--- src/rtl/pio_seq_pkg.sv ---
package pio_seq_pkg;
   typedef enum logic [2:0] {
      ST_IDLE   = 3'd0,
      ST_SETUP  = 3'd1,
      ST_STROBE = 3'd2,
      ST_HOLD   = 3'd3,
      ST_RECOV  = 3'd4
   } pio_state_e;
endpackage

--- src/rtl/pio_sync.sv ---
module pio_sync #(
   parameter int STAGES  = 2,
   parameter bit RST_VAL = 1'b1
) (
   input  logic clk,
   input  logic rst_n,
   input  logic d,
   output logic q
);
   if (STAGES < 0 || STAGES > 4) begin : g_bad
      $error("pio_sync: STAGES must be 0..4");
   end

   if (STAGES == 0) begin : g_pass
      assign q = d;
   end else begin : g_chain
      logic [STAGES-1:0] sr;
      always_ff @(posedge clk or negedge rst_n) begin
         if (!rst_n) begin
            sr <= {STAGES{RST_VAL}};
         end else begin
            sr[0] <= d;
            for (int i = 1; i < STAGES; i++) sr[i] <= sr[i-1];
         end
      end
      assign q = sr[STAGES-1];
   end
endmodule

--- src/rtl/pio_down_cnt.sv ---
module pio_down_cnt #(
   parameter int W = 8
) (
   input  logic         clk,
   input  logic         rst_n,
   input  logic         load,
   input  logic [W-1:0] load_val,
   input  logic         dec,
   output logic [W-1:0] cnt,
   output logic         zero
);
   if (W < 2) begin : g_bad
      $error("pio_down_cnt: W must be at least 2");
   end

   always_ff @(posedge clk or negedge rst_n) begin
      if (!rst_n)    cnt <= '0;
      else if (load) cnt <= load_val;
      else if (dec)  cnt <= cnt - 1'b1;
   end

   assign zero = (cnt == '0);

   // a phase counter is never decremented past zero
   p_no_wrap_r6: assert property (@(posedge clk) disable iff (!rst_n)
      (dec && !load) |-> (cnt != '0));
endmodule

--- src/rtl/pio_cycle_seq.sv ---
module pio_cycle_seq
   import pio_seq_pkg::*;
#(
   parameter int AW          = 3,
   parameter int DW          = 16,
   parameter int CW          = 8,
   parameter int SYNC_STAGES = 2
) (
   input  logic          clk,
   input  logic          rst_n,
   input  logic          req,
   input  logic          req_write,
   input  logic          req_wide,
   input  logic [AW-1:0] req_addr,
   input  logic          req_cs_sel,
   input  logic [DW-1:0] req_wdata,
   input  logic [CW-1:0] tm_setup,
   input  logic [CW-1:0] tm_width16,
   input  logic [CW-1:0] tm_width8,
   input  logic [CW-1:0] tm_hold,
   input  logic [CW-1:0] tm_recov,
   input  logic [CW-1:0] tm_cycle,
   input  logic [CW-1:0] tm_rdy_setup,
   input  logic [CW-1:0] tm_rdy_tmo,
   output logic          ready,
   output logic          done,
   output logic          done_err,
   output logic [DW-1:0] rd_data,
   output logic [AW-1:0] ata_addr,
   output logic [1:0]    ata_cs_n,
   output logic          ata_rd_n,
   output logic          ata_wr_n,
   output logic [DW-1:0] ata_dd_out,
   output logic          ata_dd_oe,
   input  logic [DW-1:0] ata_dd_in,
   input  logic          ata_iordy
);
   localparam int BYTE_W = 8;
   localparam int UPPER_W = DW - BYTE_W;
   localparam logic [CW-1:0] CNT_ONE = {{(CW-1){1'b0}}, 1'b1};
   localparam logic [CW-1:0] CNT_MAX = {CW{1'b1}};

   if (AW < 1) begin : g_bad_aw
      $error("pio_cycle_seq: AW must be at least 1");
   end
   if (DW <= BYTE_W || (DW % BYTE_W) != 0) begin : g_bad_dw
      $error("pio_cycle_seq: DW must be a multiple of 8 above 8");
   end
   if (CW < 2) begin : g_bad_cw
      $error("pio_cycle_seq: CW must be at least 2");
   end

   // count of N cycles is loaded as N-1, zero counts as one cycle
   function automatic logic [CW-1:0] to_load(input logic [CW-1:0] x);
      return (x == '0) ? '0 : x - 1'b1;
   endfunction

   pio_state_e    state, nxt;
   logic          iordy_s;
   logic          pc_load, pc_dec, pc_zero;
   logic [CW-1:0] pc_val, pc_cnt;

   // per-transfer latched request and timing
   logic          lat_wr, lat_wide, lat_sel, lat_err;
   logic [AW-1:0] lat_addr;
   logic [DW-1:0] lat_wdata;
   logic [CW-1:0] lat_width, lat_hold, lat_recov, lat_cycle, lat_samp, lat_tmo;
   logic [CW-1:0] cyc_cnt, tmo_cnt;

   logic          accept, stall, tmo_fire, cyc_ok, tmo_hit, at_samp;
   logic [CW-1:0] new_width, new_wload, new_samp;
   logic          cur_wr, cur_sel;
   logic [AW-1:0] cur_addr;
   logic [DW-1:0] cur_wdata;
   logic          busy_nxt;

   pio_sync #(.STAGES(SYNC_STAGES), .RST_VAL(1'b1)) u_rdy_sync (
      .clk(clk), .rst_n(rst_n), .d(ata_iordy), .q(iordy_s)
   );

   pio_down_cnt #(.W(CW)) u_phase (
      .clk(clk), .rst_n(rst_n), .load(pc_load), .load_val(pc_val),
      .dec(pc_dec), .cnt(pc_cnt), .zero(pc_zero)
   );

   // width and clamped ready sample point for an incoming request
   always_comb begin
      new_width = req_wide ? tm_width16 : tm_width8;
      new_wload = to_load(new_width);
      new_samp  = (tm_rdy_setup > new_wload) ? new_wload : tm_rdy_setup;
   end

   assign tmo_hit = (tmo_cnt == lat_tmo);
   assign cyc_ok  = (cyc_cnt >= lat_cycle);
   assign at_samp = (pc_cnt == lat_samp) && !iordy_s;

   always_comb begin
      nxt      = state;
      pc_load  = 1'b0;
      pc_val   = '0;
      pc_dec   = 1'b0;
      accept   = 1'b0;
      stall    = 1'b0;
      tmo_fire = 1'b0;
      unique case (state)
         ST_IDLE: begin
            if (req) begin
               accept  = 1'b1;
               nxt     = ST_SETUP;
               pc_load = 1'b1;
               pc_val  = to_load(tm_setup);
            end
         end
         ST_SETUP: begin
            if (pc_zero) begin
               nxt     = ST_STROBE;
               pc_load = 1'b1;
               pc_val  = to_load(lat_width);
            end else begin
               pc_dec = 1'b1;
            end
         end
         ST_STROBE: begin
            if (at_samp) begin
               if (tmo_hit) tmo_fire = 1'b1;
               else         stall    = 1'b1;
            end
            if (!stall) begin
               if (pc_zero) begin
                  nxt     = ST_HOLD;
                  pc_load = 1'b1;
                  pc_val  = to_load(lat_hold);
               end else begin
                  pc_dec = 1'b1;
               end
            end
         end
         ST_HOLD: begin
            if (pc_zero) begin
               nxt     = ST_RECOV;
               pc_load = 1'b1;
               pc_val  = to_load(lat_recov);
            end else begin
               pc_dec = 1'b1;
            end
         end
         ST_RECOV: begin
            if (pc_zero) begin
               if (cyc_ok) nxt = ST_IDLE;
            end else begin
               pc_dec = 1'b1;
            end
         end
         default: nxt = ST_IDLE;
      endcase
   end

   always_ff @(posedge clk or negedge rst_n) begin
      if (!rst_n) begin
         state     <= ST_IDLE;
         lat_wr    <= 1'b0;
         lat_wide  <= 1'b0;
         lat_sel   <= 1'b0;
         lat_addr  <= '0;
         lat_wdata <= '0;
         lat_width <= '0;
         lat_hold  <= '0;
         lat_recov <= '0;
         lat_cycle <= '0;
         lat_samp  <= '0;
         lat_tmo   <= '0;
         lat_err   <= 1'b0;
         cyc_cnt   <= '0;
         tmo_cnt   <= '0;
      end else begin
         state <= nxt;
         if (accept) begin
            lat_wr    <= req_write;
            lat_wide  <= req_wide;
            lat_sel   <= req_cs_sel;
            lat_addr  <= req_addr;
            lat_wdata <= req_wdata;
            lat_width <= new_width;
            lat_hold  <= tm_hold;
            lat_recov <= tm_recov;
            lat_cycle <= tm_cycle;
            lat_samp  <= new_samp;
            lat_tmo   <= tm_rdy_tmo;
            lat_err   <= 1'b0;
            cyc_cnt   <= CNT_ONE;
            tmo_cnt   <= '0;
         end else begin
            if (state != ST_IDLE && cyc_cnt != CNT_MAX) cyc_cnt <= cyc_cnt + 1'b1;
            if (stall)    tmo_cnt <= tmo_cnt + 1'b1;
            if (tmo_fire) lat_err <= 1'b1;
         end
      end
   end

   // request fields in effect for the next registered bus values
   always_comb begin
      cur_wr    = (state == ST_IDLE) ? req_write  : lat_wr;
      cur_sel   = (state == ST_IDLE) ? req_cs_sel : lat_sel;
      cur_addr  = (state == ST_IDLE) ? req_addr   : lat_addr;
      cur_wdata = (state == ST_IDLE) ? req_wdata  : lat_wdata;
      busy_nxt  = (nxt == ST_SETUP) || (nxt == ST_STROBE) || (nxt == ST_HOLD);
   end

   always_ff @(posedge clk or negedge rst_n) begin
      if (!rst_n) begin
         ata_addr   <= '0;
         ata_cs_n   <= 2'b11;
         ata_rd_n   <= 1'b1;
         ata_wr_n   <= 1'b1;
         ata_dd_out <= '0;
         ata_dd_oe  <= 1'b0;
         rd_data    <= '0;
         done       <= 1'b0;
         done_err   <= 1'b0;
      end else begin
         if (busy_nxt) ata_addr <= cur_addr;
         ata_cs_n  <= busy_nxt ? (cur_sel ? 2'b01 : 2'b10) : 2'b11;
         ata_rd_n  <= !((nxt == ST_STROBE) && !cur_wr);
         ata_wr_n  <= !((nxt == ST_STROBE) && cur_wr);
         ata_dd_oe <= busy_nxt && cur_wr;
         if (busy_nxt && cur_wr) ata_dd_out <= cur_wdata;
         if (state == ST_STROBE && nxt == ST_HOLD && !lat_wr)
            rd_data <= lat_wide ? ata_dd_in : {{UPPER_W{1'b0}}, ata_dd_in[BYTE_W-1:0]};
         done     <= (state == ST_RECOV) && (nxt == ST_IDLE);
         done_err <= (state == ST_RECOV) && (nxt == ST_IDLE) && lat_err;
      end
   end

   assign ready = (state == ST_IDLE);

   // the host drives the data bus only while no read strobe is active
   p_oe_no_read_r7: assert property (@(posedge clk) disable iff (!rst_n)
      ata_dd_oe |-> ata_rd_n);
   // never both strobes at once
   p_one_strobe_r7: assert property (@(posedge clk) disable iff (!rst_n)
      !(!ata_rd_n && !ata_wr_n));
   // a strobe only appears with exactly one chip select active
   p_strobe_in_cs_r2: assert property (@(posedge clk) disable iff (!rst_n)
      (!ata_rd_n || !ata_wr_n) |-> ($countones(~ata_cs_n) == 1));
   // address and select steady across the strobe
   p_addr_steady_r2: assert property (@(posedge clk) disable iff (!rst_n)
      ((!ata_rd_n || !ata_wr_n) && $past(!ata_rd_n || !ata_wr_n))
         |-> ($stable(ata_addr) && $stable(ata_cs_n)));
   // completion is a single-cycle pulse
   p_done_pulse_r12: assert property (@(posedge clk) disable iff (!rst_n)
      done |=> !done);
   // the error flag only accompanies completion
   p_err_with_done_r10: assert property (@(posedge clk) disable iff (!rst_n)
      done_err |-> done);
   // an idle sequencer without a request keeps the bus quiet
   p_idle_quiet_r11: assert property (@(posedge clk) disable iff (!rst_n)
      (ready && !req) |=> (ata_cs_n == 2'b11 && ata_rd_n && ata_wr_n && !ata_dd_oe));
endmodule

--- config.mk ---
export PLATFORM = sky130hd
export DESIGN_NAME = pio_cycle_seq
export DESIGN_NICKNAME = d
export VERILOG_FILES = /design/src/rtl/pio_seq_pkg.sv /design/src/rtl/pio_sync.sv /design/src/rtl/pio_down_cnt.sv /design/src/rtl/pio_cycle_seq.sv
export SDC_FILE = /design/constraint.sdc
export NUM_CORES = 1
export LEC_CHECK = 0
export BUFFER_PORTS_ARGS = -buffer_cell sky130_fd_sc_hd__buf_4
export CORE_UTILIZATION = 24
export CTS_BUF_LIST = sky130_fd_sc_hd__clkbuf_16
export DETAILED_ROUTE_END_ITERATION = 10
export HOLD_SLACK_MARGIN = 0.08
export REMOVE_ABC_BUFFERS = 1
export SLEW_MARGIN = 20
export SYNTH_ARGS = -nofsm -noshare
export SYNTH_HDL_FRONTEND = slang
export SYNTH_SLANG_ARGS = --single-unit
--- constraint.sdc ---
create_clock -name clk -period 5.36 [get_ports clk]
set_clock_uncertainty 0.05 [all_clocks]
set_input_delay 0.536 -clock clk [delete_from_list [all_inputs] [get_ports clk]]
set_output_delay 0.536 -clock clk [all_outputs]
set_load 0.01 [all_outputs]
Word level (Yosys, flattened, before mapping)
Cells that the tools add are included.
{"block": "totals", "reg_bits": 142, "word_cells": 128, "inputBits": 106}
{"block": "classes", "muxes": 51, "order_cmp": 2, "reduce_logical": 31, "n_eq_ne": 10, "addsub": 8}
{"operator": "8-bit 2-to-1 mux", "count": 18}
{"operator": "8-bit logical NOT", "count": 6}
{"operator": "8-bit by 1-bit subtractor with 8-bit output, second input constant", "count": 6}
{"operator": "16-bit 2-to-1 mux", "count": 2}
{"operator": "8-bit case mux with 4 select lines", "count": 1}
{"operator": "3-bit 2-to-1 mux", "count": 8}
{"operator": "1-bit 2-to-1 mux", "count": 17}
{"operator": "8-bit by 1-bit adder with 8-bit output, second input constant", "count": 2}
{"operator": "8-bit equality test", "count": 2}
{"operator": "3-bit case mux with 5 select lines", "count": 1}
{"operator": "3-bit by 2-bit equality test with 1-bit output, second input constant", "count": 4}
{"operator": "1-bit logical AND", "count": 9}
{"operator": "8-bit greater-or-equal comparator", "count": 1}
{"operator": "8-bit greater-than comparator", "count": 1}
{"operator": "8-bit != test, second input constant", "count": 1}
{"operator": "2-bit nonzero test", "count": 4}
{"operator": "3-bit by 1-bit equality test with 1-bit output, second input constant", "count": 2}
{"operator": "3-bit logical NOT", "count": 2}
{"operator": "1-bit logical NOT", "count": 5}
{"operator": "2-bit 2-to-1 mux", "count": 2}
{"operator": "3-bit equality test, second input constant", "count": 1}
{"operator": "1-bit case mux with 3 select lines", "count": 1}
{"operator": "3-bit nonzero test", "count": 1}
{"operator": "3-bit OR reduction", "count": 1}
{"operator": "3 further kinds", "count": 4}

Logic depth before layout (Yosys ltp)
{"block": "logic_depth", "depth_word": 10, "depth_mapped": 18, "ltp_nobuf": 15}

Modules after synthesis
Synthesis repeated with hierarchy kept, for this count alone.
{"block": "hier_totals", "hier_cells": 843, "hier_area_um2": 7631.1}
{"module": "pio_cycle_seq", "cells_per_inst": 789, "n_inst": 1, "area_each_um2": 7110.6, "seq_area_each_um2": 3308.2}
{"module": "pio_down_cnt", "cells_per_inst": 52, "n_inst": 1, "area_each_um2": 467.9, "seq_area_each_um2": 200.2}
{"module": "pio_sync", "cells_per_inst": 2, "n_inst": 1, "area_each_um2": 52.6, "seq_area_each_um2": 52.6}

Least setup slack after synthesis
Ideal clock, no wire load.
{"block": "synth_path", "kind": "input-to-reg", "startpoint": "in req_wide", "endpoint": "reg lat_samp[0]", "arrival_time_ns": 3.762, "stages": 15, "path_buffers": 3, "required_ns": 5.187, "slack_ns": 1.424, "cell_sequence": "buf_2 -> buf_1 -> mux2i_1 -> ha_1 -> o21ai_0 -> nand3b_1 -> mux4_2 -> inv_1 -> ha_1 -> and4_1 -> a32oi_1 -> clkbuf_1 -> nor2_1 -> a211oi_1 -> nor2_1"}
{"block": "synth_via", "elab_chain_cells": 5}
{"item": "start: declaration", "line": "pio_cycle_seq.sv:13", "text": "input logic req_wide,"}
{"item": "8-bit 2-to-1 mux (*)", "line": "pio_cycle_seq.sv:88", "text": "new_width = req_wide ? tm_width16 : tm_width8;"}
{"item": "8-bit by 1-bit subtractor with 8-bit output / 8-bit logical NOT (equally long branches)", "line": "pio_cycle_seq.sv:55", "text": "return (x == '0) ? '0 : x - 1'b1;"}
{"item": "8-bit 2-to-1 mux (*)", "line": "pio_cycle_seq.sv:55"}
{"item": "8-bit greater-than comparator", "line": "pio_cycle_seq.sv:90", "text": "new_samp = (tm_rdy_setup > new_wload) ? new_wload : tm_rdy_setup;"}
{"item": "8-bit 2-to-1 mux (*)", "line": "pio_cycle_seq.sv:90"}
{"item": "end signal: assignment", "line": "pio_cycle_seq.sv:187", "text": "lat_samp <= new_samp;"}
{"item": "end: declaration", "line": "pio_cycle_seq.sv:67", "text": "logic [CW-1:0] lat_width, lat_hold, lat_recov, lat_cycle, lat_samp, lat_tmo;"}
Mark *: on every way between the ends. The rest lies on a longest branch, timed or not.
A chain may end at the register's enable or synchronous reset.

Worst setup path after layout
Same ends and word-level chain as after synthesis.

==> results.md <==
- Status: complete, no violations
- Clock Path Buffers: 2
- FF+latch count, synth: 142
- Most common cell in the netlist: nand2_1
- Maxcap violations: 0
- Clk_lat worst skew: 420 ps
- Die Y: 180.6 µm
- RR Startpoint: state[1]
- Synth top cells by count: nand2_1, dfrtp_1, nor2_1
- Postcts setup bufs: 0
- Critical Path RT: 5600 ps
- Grt total ovfl: 0
- CP Capture Type: flip-flop
- Post-DRT Antenna Nets: 0
- Largest net degree at the start of global routing: 92
- Final Hold Vio Count: 0
- Post-route design area: 9757 µm²
- Clock Sink Count: 142
- Final Max Slew Viols: 0
- Initial antenna violation count: 1
- Setup ws final: 1495 ps
- Layout cell share with drive strength beyond 1: 0.2131
- Crit path DAT: 4110 ps
- CTS buffer count: 17
- Placed cell areas: 9133 µm²
- Crit path time final: 3865 ps
- Initial core utilization: 0.2433
- Drc violations: 0
- Startpoint Class: input port
- TritonCTS clock tree: yes
- Worst hold slack: 137.7 ps
- Cell variety after synth: 63
- Setup CP Type: input port to flip-flop
- Main synth FF type: dfrtp_1
- Drt total wl: 20030 µm
- Register area share after synthesis: 0.4650
- Fmax: 258.7 MHz
- Die ar.: 32630 µm²
- Net count reported at finish: 1098
- Number of synthesized flops with an enable pin: 0
- Syn Std Cell Area: 7659 µm²
- Leading area contributor after synthesis: dfrtp_1
- Core area: 31470 µm²
- TritonRoute pass-1 iters: 4
- Vias in the first global route: 6136
- First-pass GRT wire length: 32570 µm
- I/O pin count: 149
- Reg2reg end: u_phase.cnt[2]
- Fin crit share: 0.7211
- Clk pin slew, worst setup/hold paths: 70 ps
- DP Worst Slack: 1100 ps
- Clk root buf: clkbuf_16
- Worst-Margin Slew: 1019 ps
- Yosys warning total: 0
- H-tree Lvls: 4
- Worst Hold Class: input port to async pin
- Worst-path maximum fanout: 18
- Main area contributors after synthesis: dfrtp_1, nand2_1, mux2i_1
- Unrepaired setup endpoints after global routing: no
- GRT Overall Usage: 0.1261
- Cell Rows: 65
- Rel. slew slack: 0.3210
- Cts repair resizes: 0
- Die Wd: 180.6 µm
- Drt wl/cell: 14.53 µm
- Hpwl dp: 14130 µm
- Avg Cell Area, Syn: 9.227 µm²
- Reg2Reg Depth: 8
- Core Util, Final: 0.3100
- Ys async rst share: 1.000
- Final setup viols: 0
- Worst vdd ir: 0.0002655 V
- Hold buffers post-CTS: 0
- Via count: 6232
- P per Cell Area: 488.9 nW/µm²
- Leakage power: 4.480 nW
- Drt via density: 4.519
- First-iteration detailed-routing DRC count: 312
- Post-Syn Instances: 830
- Total power: 4.771 mW
- PortBufs: 148
- Area Overhead vs Synth: 27.40%
- Reg2Reg Setup Slack: 2290 ps
- Post-synth top area share: 0.4444
- GPL Wtd Cong: 0.8476
[worst max-delay path by stage]
stage	start	end	cells after the start
floorplan	state[1]	u_phase.cnt[5]	7
global placement	req_wide	lat_samp[6]	12
detailed placement	req_wide	lat_samp[7]	13
global route	req_wide	lat_samp[7]	13
CTS	req_wide	lat_samp[7]	13
finish	req_wide	lat_samp[0]	13
[power by group]
group          internal, mW  total (mW)  switching (mW)  leakage [nW]
logic                 0.787        1.62           0.833          2.49
registers              1.53        1.94           0.410          1.70
clock network         0.730        1.21           0.482         0.288
[layout by cell type, fill, tap and decap left out, drive strengths merged, types with 7 or more instances in the layout]
cell type / synthesis / final
nand2: 189 / 189
buf: 19 / 153
dfrtp: 136 / 136
nor2: 73 / 73
o21ai: 44 / 44
a21oi: 37 / 37
mux2i: 36 / 36
xnor2: 33 / 33
inv: 28 / 32
ha: 28 / 28
xor2: 22 / 22
nor3: 19 / 19
clkbuf: 19 / 17
nand2b: 14 / 14
nand4: 11 / 11
a21o: 9 / 9
a211oi: 9 / 9
mux2: 9 / 9
or4: 7 / 7
and3: 7 / 7
nor4: 7 / 7
[registers in the layout, indices dropped and copies added (netlist names), 8 cells and up]
signal and cells:
cyc_cnt 8, lat_wdata 16, rd_data 16, ata_dd_out 16, u_phase.cnt 8, tmo_cnt 8, lat_recov 8, lat_tmo 8
lat_width 8, lat_hold 8, lat_samp 8, lat_cycle 8
[cell type report]
type                       instances  area, µm²
sequential                       142       3561
clock buffer                      17      425.4
timing repair buffer             153       1172
clock inverter                    14      168.9
antenna                            1      2.502
tap                              402      503.0
inverter                          28      105.1
multi-input combinational        622       3819
fill                            3299      21720
[critical path, cell delays in order]
cell and delay (ps):
buf_4 220, mux2i_1 390, ha_1 250, o21ai_0 130, nand3b_1 290, mux4_2 510, inv_1 80, ha_1 240
and4_1 200, a32oi_1 830, nor2_1 80, a211oi_1 260, nor2_1 60
[layer usage]
metal	GRT usage	up-vias	wire length [µm]
li1	-	3100	-
met1	0.1641	2991	9646
met2	0.2090	125	9458
met3	0.02405	16	639
met4	0.04171	0	288
met5	0	-	0
[cell families after synthesis]
family | synth area share
AND/OR/NAND/NOR | 0.2179
flip-flops | 0.4650
AO/OA/AOI/OAI | 0.1052
buffers and inverters | 0.03806
XOR/XNOR | 0.06290
multiplexers | 0.06519
adder cells (fa/ha/maj) | 0.04574
[per-stage QoR]
stage                     setup TNS [ps]  cells
final                                  0   1379
after global routing                   0   1379
after CTS                              0   1377
after detailed placement               0   1346
after global placement                 0   1346
after floorplan                    -9377    792
(Power assumes the default switching activity.)
